**config.mk**
```make
export PLATFORM = sky130hd
export DESIGN_NAME = pfr_read_ctrl
export DESIGN_NICKNAME = d
export VERILOG_FILES = /design/src/rtl/pfr_pkg.sv /design/src/rtl/pfr_page_track.sv /design/src/rtl/pfr_delay_timer.sv /design/src/rtl/pfr_read_ctrl.sv
export SDC_FILE = /design/constraint.sdc
export NUM_CORES = 1
export LEC_CHECK = 0
export BUFFER_PORTS_ARGS = -buffer_cell sky130_fd_sc_hd__clkbuf_2
export CAP_MARGIN = 20
export CORE_MARGIN = 1.5
export CORE_UTILIZATION = 39
export DETAILED_ROUTE_END_ITERATION = 16
export HOLD_SLACK_MARGIN = 0.08
export PLACE_DENSITY = 0.68
export SYNTH_ARGS = -nofsm -noshare
export SYNTH_HDL_FRONTEND = slang
export SYNTH_HIERARCHICAL = 1
export SYNTH_SLANG_ARGS = --single-unit
```
**constraint.sdc**
```tcl
create_clock -name clk -period 1.9 [get_ports clk]
set_input_delay 0 -clock clk [delete_from_list [all_inputs] [get_ports clk]]
set_output_delay 0 -clock clk [all_outputs]
set_load 0.01 [all_outputs]
```
**src/rtl/pfr_pkg.sv**
```systemverilog
package pfr_pkg;

    typedef enum logic [1:0] {
        ST_CLOSED  = 2'd0,
        ST_OPEN    = 2'd1,
        ST_ACCESS  = 2'd2,
        ST_CAPTURE = 2'd3
    } pfr_state_e;

    function automatic int max2(input int a, input int b);
        return (a > b) ? a : b;
    endfunction

    function automatic int max3(input int a, input int b, input int c);
        return max2(max2(a, b), c);
    endfunction

endpackage

```
**src/rtl/pfr_page_track.sv**
```systemverilog
module pfr_page_track #(
    parameter int PAGE_W = 20
) (
    input  logic              clk,
    input  logic              rst_n,
    input  logic              load,
    input  logic              clear,
    input  logic [PAGE_W-1:0] page_in,
    output logic              hit
);

    logic              valid_q;
    logic [PAGE_W-1:0] page_q;

    always_ff @(posedge clk) begin
        if (!rst_n) begin
            valid_q <= 1'b0;
            page_q  <= '0;
        end else if (clear) begin
            valid_q <= 1'b0;
        end else if (load) begin
            valid_q <= 1'b1;
            page_q  <= page_in;
        end
    end

    assign hit = valid_q && (page_q == page_in);

endmodule

```
**src/rtl/pfr_delay_timer.sv**
```systemverilog
module pfr_delay_timer #(
    parameter int CNT_W = 4
) (
    input  logic             clk,
    input  logic             rst_n,
    input  logic             load,
    input  logic [CNT_W-1:0] load_val,
    input  logic             dec,
    output logic             zero
);

    logic [CNT_W-1:0] cnt_q;

    always_ff @(posedge clk) begin
        if (!rst_n) begin
            cnt_q <= '0;
        end else if (load) begin
            cnt_q <= load_val;
        end else if (dec && (cnt_q != '0)) begin
            cnt_q <= cnt_q - 1'b1;
        end
    end

    assign zero = (cnt_q == '0);

endmodule

```
**src/rtl/pfr_read_ctrl.sv**
```systemverilog
module pfr_read_ctrl #(
    parameter int ADDR_W  = 22,
    parameter int DATA_W  = 16,
    parameter int T_ACC   = 6,
    parameter int T_CE    = 5,
    parameter int T_PACC  = 2,
    parameter int T_OE    = 3,
    parameter int IDLE_TO = 8
) (
    input  logic              clk,
    input  logic              rst_n,
    input  logic              req_valid,
    output logic              req_ready,
    input  logic [ADDR_W-1:0] req_addr,
    output logic              rsp_valid,
    output logic [DATA_W-1:0] rsp_data,
    output logic              fl_ce_n,
    output logic              fl_oe_n,
    output logic              fl_we_n,
    output logic [ADDR_W-1:0] fl_addr,
    input  logic [DATA_W-1:0] fl_dq
);

    import pfr_pkg::*;

    localparam int W_MISS = max3(T_ACC, T_CE, T_OE);
    localparam int W_HIT  = max2(T_PACC, T_OE);
    localparam int T_MAX  = max2(W_MISS, IDLE_TO);
    localparam int CNT_W  = $clog2(T_MAX + 1);
    localparam int PAGE_W = ADDR_W - 2;

    pfr_state_e state_q, state_d;

    logic             accept;
    logic             page_hit;
    logic             timeout;
    logic             tmr_load;
    logic             tmr_dec;
    logic             tmr_zero;
    logic [CNT_W-1:0] tmr_val;

    assign accept  = req_valid && req_ready;
    assign timeout = (state_q == ST_OPEN) && !req_valid && tmr_zero;

    pfr_page_track #(
        .PAGE_W (PAGE_W)
    ) page_i (
        .clk     (clk),
        .rst_n   (rst_n),
        .load    (accept),
        .clear   (timeout),
        .page_in (req_addr[ADDR_W-1:2]),
        .hit     (page_hit)
    );

    pfr_delay_timer #(
        .CNT_W (CNT_W)
    ) timer_i (
        .clk      (clk),
        .rst_n    (rst_n),
        .load     (tmr_load),
        .load_val (tmr_val),
        .dec      (tmr_dec),
        .zero     (tmr_zero)
    );

    // State register
    always_ff @(posedge clk) begin
        if (!rst_n) begin
            state_q <= ST_CLOSED;
        end else begin
            state_q <= state_d;
        end
    end

    // Next state and timer control
    always_comb begin
        state_d  = state_q;
        tmr_load = 1'b0;
        tmr_val  = '0;
        tmr_dec  = 1'b0;
        unique case (state_q)
            ST_CLOSED: begin
                if (accept) begin
                    state_d  = ST_ACCESS;
                    tmr_load = 1'b1;
                    tmr_val  = CNT_W'(W_MISS - 1);
                end
            end
            ST_OPEN: begin
                if (accept) begin
                    state_d  = ST_ACCESS;
                    tmr_load = 1'b1;
                    tmr_val  = page_hit ? CNT_W'(W_HIT - 1) : CNT_W'(W_MISS - 1);
                end else if (tmr_zero) begin
                    state_d = ST_CLOSED;
                end else begin
                    tmr_dec = 1'b1;
                end
            end
            ST_ACCESS: begin
                if (tmr_zero) begin
                    state_d = ST_CAPTURE;
                end else begin
                    tmr_dec = 1'b1;
                end
            end
            ST_CAPTURE: begin
                state_d  = ST_OPEN;
                tmr_load = 1'b1;
                tmr_val  = CNT_W'(IDLE_TO - 1);
            end
        endcase
    end

    // Strobe and handshake outputs
    always_comb begin
        fl_we_n   = 1'b1;
        fl_ce_n   = (state_q == ST_CLOSED);
        fl_oe_n   = !((state_q == ST_ACCESS) || (state_q == ST_CAPTURE));
        req_ready = (state_q == ST_CLOSED) || (state_q == ST_OPEN);
    end

    // Address launch and data capture
    always_ff @(posedge clk) begin
        if (!rst_n) begin
            fl_addr   <= '0;
            rsp_valid <= 1'b0;
            rsp_data  <= '0;
        end else begin
            if (accept) begin
                fl_addr <= req_addr;
            end
            rsp_valid <= (state_q == ST_CAPTURE);
            if (state_q == ST_CAPTURE) begin
                rsp_data <= fl_dq;
            end
        end
    end

endmodule

```
==> results.toml, run 1 <==
[min_path]
min_from = "rst_n"
min_path_type = "in2reg"

[sta]
setup_viol_count_final = 0
tightest_slew_ns = 0.713
final.period_utilization_pct = 99.1
fmax_mhz = 531
slew_headroom_pct = 52.5
rsz0062_at_grt = "true"
finalHoldViolations = 0
worst_slack_ns = 0.0178
period_minus_slack_ns = 1.88
finClkSkew_ns = 0.00849
finalMaxSlewViolations = 0

[outcome]
status = "finished clean"

[synth]
syn_nets = 385
synthCells = 339
synth_flop_cell = "dfxtp_1"
yosysWarnings = 6
avgSynthCellArea_um2 = 8.80
ys_ff_latch = 66
mappedNetlistArea_mm2 = 0.00298
ys_seq_area_share_pct = 44.3
synth_cell_types = 41
synthArstFlopShare_pct = 0
synth_edf_count = 0

[clock_tree]
cts_buffer_depth = 2
path_clk_slew_ns = 0.07
cts_root_buffer = "clkbuf_8"
cts_tree = "built"
cts_buffers = 9
cts.sinks = 66
htree_levels = 3
worstSkewPairLatency_ns = 0.34

[setup_path]
cp-start-kind = "primary input"
r2r_start = "page_i/page_q[0]"
startpoint = "req_addr[2]"
crit_type = "in2reg"
required_ns = 2.10
cp.arrival_ns = 2.08
path_max_fanout = 3
end_kind = "flop"

[routing]
viasPerCell = 4.70
post-route-drc-count = 0
via_count = 2708
drtAntennaViolNets = 0
avgRoutedWirePerCell_um = 12.4
wirelength_mm = 7.14
dr.pass1.iters = 4
drt_iter0_drc = 88

[cells_and_area]
fillerInstances = 639
mostFrequentLayoutCell = "nand2_1"
final_util_pct = 58.0
num_antenna_cells = 0
multi_input_area_mm2 = 0.00157
regArea_mm2 = 0.00133
nNetsFinal = 518
layout_common_cells = "88 x nand2_1, 82 x clkbuf_2, 63 x dfxtp_1, 39 x dlygate4sd3_1, 29 x a21boi_1"
syn2layout_area_growth_pct = 42.5
layout-drive-gt1-share_pct = 28.7

[global_route]
grt_use_total_pct = 17.1
antenna_found_initial = 0
grt_pass1_wl_mm = 11.2
first_global_vias = 2492
grt_max_degree = 42
grt-ovfl-total = 0

[pwr]
power_density_mw_per_mm2 = 1080
vdd_drop_max_mv = 0.464
p_leak_uw = 0.00178

[placed_design]
gp_congestion = 0.825
dp_slack_ns = -0.00491
hpwlAfterDp_mm = 4.58
io_buffers = 82

[die]
rows = 31
die_x_um = 90.5
die_y_um = 90.5
die_area_mm2 = 0.00819
start_util_pct = 40.7
pin_count = 84
core_mm2 = 0.00733

[job]
maxCapViolations = 0
-- what timing repair did --
action                                 4_1_cts  5_1_grt
endpoints found under the hold margin       59        0
cloned                                       0        1
buffers inserted                             0        1
hold buffers                                39        0
pin swaps                                    0       12
setup endpoints to repair                    6       23
gates resized for setup                      2       21
-- synth_stat cells, types with 5 or more instances --
master    count  share of area [%]
a21boi_0     24                6.0
buf_4         5                1.3
buf_2         5               0.84
nand2_1      88                 11
xor2_1        8                2.3
o21ai_0       5               0.84
a21boi_1     20                5.0
ha_1          5                2.1
mux2i_1      17                5.7
xnor2_1      12                3.5
clkbuf_1      6               0.75
dfxtp_1      66                 44
nor2b_1      20                4.2
nor2_1        8                1.0
inv_1        10                1.3
-- state kept, by name (all words and copies together), names as in the netlist --
| signal | count |
|---|---|
| fl_addr | 22 |
| page_i/page_q | 20 |
| state_q | 2 |
| rsp_valid | 1 |
| rsp_data | 16 |
| timer_i/cnt_q | 4 |
| page_i/valid_q | 1 |
-- metrics by stage --
stage / instances / hold slack (ns) / total power (µW) / setup TNS [ns] / area [µm²]
4_1_cts: 574 / 0.320 / 4500 / 0 / 4180
3_5_place_dp: 519 / 0.230 / 3220 / -0.00648 / 3580
2_1_floorplan: 339 / 0.135 / 2700 / 0 / 3000
3_3_place_gp: 519 / 0.222 / 3190 / 0 / 3580
5_1_grt: 576 / 0.414 / 4870 / -0.217 / 4250
6_report: 576 / 0.329 / 4590 / 0 / 4250
-- cell type report --
type	instances	area share, %
Tap cell	99	2.91
Inverter	12	1.18
Clock inverter	6	1.56
Timing Repair Buffer	139	23.0
Clock buffer	10	3.24
Sequential cell	66	31.2
Multi-Input combinational cell	244	36.9
-- where the power goes --
group	total (µW)	switching (µW)	internal (µW)	leakage, µW
Clock	1190	549	641	0.0000945
Combinational	1680	906	770	0.00115
Sequential	1720	127	1600	0.000541
Total	4590	1580	3010	0.00178
-- cell families (layout without fill, tap and decap cells) --
family / count (synthesis) / after routing / synth area share [%]
buf+inv: 29 / 167 / 4.78
other cells: 2 / 2 / 0.252
xor+xnor: 20 / 20 / 5.87
fa+ha+maj: 5 / 5 / 2.10
flops: 66 / 66 / 44.3
simple gates: 142 / 142 / 22.7
mux: 18 / 18 / 6.08
compound gates: 57 / 57 / 14.0
-- worst paths after layout --
path                            to  slack (ns)  cells past startpoint
setup reg to reg  timer_i/cnt_q[0]        0.03                      9
hold reg to reg         fl_addr[7]        0.46                      2
setup / recovery  timer_i/cnt_q[0]        0.02                     11
hold / removal          state_q[1]        0.33                      3
-- metal layers --
layer / track usage, % / vias to the layer above / routed length (µm)
met5: 0 / - / 0
met4: 6.61 / 0 / 117
met3: 5.64 / 9 / 312
met2: 29.9 / 71 / 3540
met1: 19.0 / 1256 / 3170
li1: - / 1372 / -
-- critical path, stage by stage --
cell	delay [ns]
dlygate4sd3_1	0.53
clkbuf_2	0.14
xor2_1	0.15
nor4_2	0.30
nand3_1	0.16
nor4_4	0.27
nor2b_1	0.09
o21ai_1	0.18
a21oi_2	0.08
nor2_1	0.13
a311oi_2	0.06
Power figures use the tool's default switching activity.
==> run 2, diff against run 1 <==
==> constraint.sdc (replaced) <==
create_clock -name clk -period 1.9 [get_ports clk]
set_input_delay 0 -clock clk [delete_from_list [all_inputs] [get_ports clk]]
set_output_delay 0 -clock clk [all_outputs]
set_load 0.02 [all_outputs]
==> run 2 against run 1 <==
Compared with the run above:
- global-route usage increased by 0.91 points
- clock power decreased by 15%
- largest power group is now combinational logic
- via count increased by 0.26%
- sequential power about the same
- count of clock-buffer cells in the layout increased by 1
- final area decreased by 0.41%
- largest cell class unchanged
==> results.toml, run 2 (synthesized netlist as in run 1, its figures left out) <==
[global_route]
grt-ovfl-total = 0
grt_max_degree = 40
grt_use_total_pct = 18.0
grt_pass1_wl_mm = 11.8
antenna_found_initial = 0
first_global_vias = 2632

[clock_tree]
cts_buffers = 9
path_clk_slew_ns = 0.08
htree_levels = 3
cts.sinks = 66
cts_root_buffer = "clkbuf_8"
cts_tree = "built"
cts_buffer_depth = 2
worstSkewPairLatency_ns = 0.34

[pwr]
total_power_uw = 4560
p_leak_uw = 0.00179
vdd_drop_max_mv = 0.533
power_density_mw_per_mm2 = 1080

[sta]
setup_viol_count_final = 0
finalHoldViolations = 0
finClkSkew_ns = 0.0117
slew_headroom_pct = 55.2
tightest_slew_ns = 0.672
worst_slack_ns = 0.0512
finalMaxSlewViolations = 0
period_minus_slack_ns = 1.85
final.period_utilization_pct = 97.3
fmax_mhz = 541
rsz0062_at_grt = "true"

[routing]
post-route-drc-count = 0
via_count = 2715
wirelength_mm = 7.35
avgRoutedWirePerCell_um = 12.7
viasPerCell = 4.71
drt_iter0_drc = 78
dr.pass1.iters = 5
drtAntennaViolNets = 0

[outcome]
status = "finished clean"

[cells_and_area]
mostFrequentLayoutCell = "nand2_1"
layout_common_cells = "88 x nand2_1, 81 x clkbuf_2, 64 x dfxtp_1, 39 x dlygate4sd3_1, 35 x a21boi_1"
top_regs = "fl_addr (22), page_i/page_q (20), rsp_data (16)"
design_area_mm2 = 0.00423
num_antenna_cells = 0
layout-drive-gt1-share_pct = 28.7
final_util_pct = 57.8
syn2layout_area_growth_pct = 41.9
largest_reg_flops = 22
nNetsFinal = 521
top_register = "fl_addr"
fillerInstances = 632

[setup_path]
crit_type = "reg2reg"
end_kind = "flop"
reg2reg_depth = 10
cp.arrival_ns = 2.09
required_ns = 2.15
path_max_fanout = 4
cp-start-kind = "flop"

[die]
pin_count = 84
core_mm2 = 0.00733
die_y_um = 90.5
die_area_mm2 = 0.00819
die_x_um = 90.5
start_util_pct = 40.7
rows = 31

[placed_design]
gp_congestion = 0.877
hpwlAfterDp_mm = 4.64
post_dp_cell_area_mm2 = 0.00357
dp_slack_ns = -0.0284
io_buffers = 82

[min_path]
min_path_type = "in2reg"
holdPathStages = 3

[job]
maxCapViolations = 0
## run 2: layer usage
metal | GRT usage, % | up-vias | part of all wire [%]
met1 | 20.1 | 1252 | 43
met3 | 3.70 | 12 | 4.2
li1 | - | 1374 | -
met2 | 32.4 | 77 | 51
met4 | 8.33 | 0 | 1.9
met5 | 0 | - | 0
## run 2: final timing paths
path,start,end,slack [ns]
min reg2reg,fl_addr[6],fl_addr[6],0.46
max reg2reg,timer_i/cnt_q[0],timer_i/cnt_q[2],0.05
min,rst_n,state_q[1],0.30
max,timer_i/cnt_q[0],timer_i/cnt_q[2],0.05
## run 2: metrics by stage
step	cells	hold WS, ns	setup TNS [ns]
final	577	0.300	0
after global routing	577	0.400	-0.426
after CTS	571	0.311	0
after detailed placement	518	0.232	-0.0690
after global placement	518	0.223	-0.0115
after floorplan	339	0.135	0
## run 2: report_power, final
part / switching, µW / leakage [µW] / internal (µW) / total, µW
Clock: 516 / 0.0000810 / 490 / 1010
Combinational: 1010 / 0.00116 / 816 / 1830
Sequential: 124 / 0.000540 / 1590 / 1720
Total: 1650 / 0.00179 / 2900 / 4560
## run 2: final cells by class
| cell class | count | area (µm²) | share of cell area, % |
|---|---|---|---|
| flip-flops and latches | 66 | 1320 | 31.3 |
| multi-input cells | 244 | 1580 | 37.2 |
| clock buffers | 11 | 141 | 3.34 |
| inverters | 12 | 47.5 | 1.12 |
| repair buffers | 142 | 1000 | 23.7 |
| well taps | 99 | 124 | 2.93 |
| clock inverters | 3 | 17.5 | 0.414 |
## run 2: what timing repair did
action	in CTS	in global routing
buffers inserted	0	4
gates resized for setup	5	22
endpoints found under the setup margin	11	24
gates cloned	0	2
hold endpoints to repair	59	0
hold buffers	39	0
pin swaps	4	4
## run 2: critical path: stages (launching register included)
cell and delay (ns):
dfxtp_2 0.32, inv_1 0.07, ha_2 0.18, or3b_4 0.41, inv_4 0.08, a21oi_2 0.04
and2_4 0.17, buf_4 0.14, nand2_1 0.06, nand2_1 0.05, a311oi_1 0.24
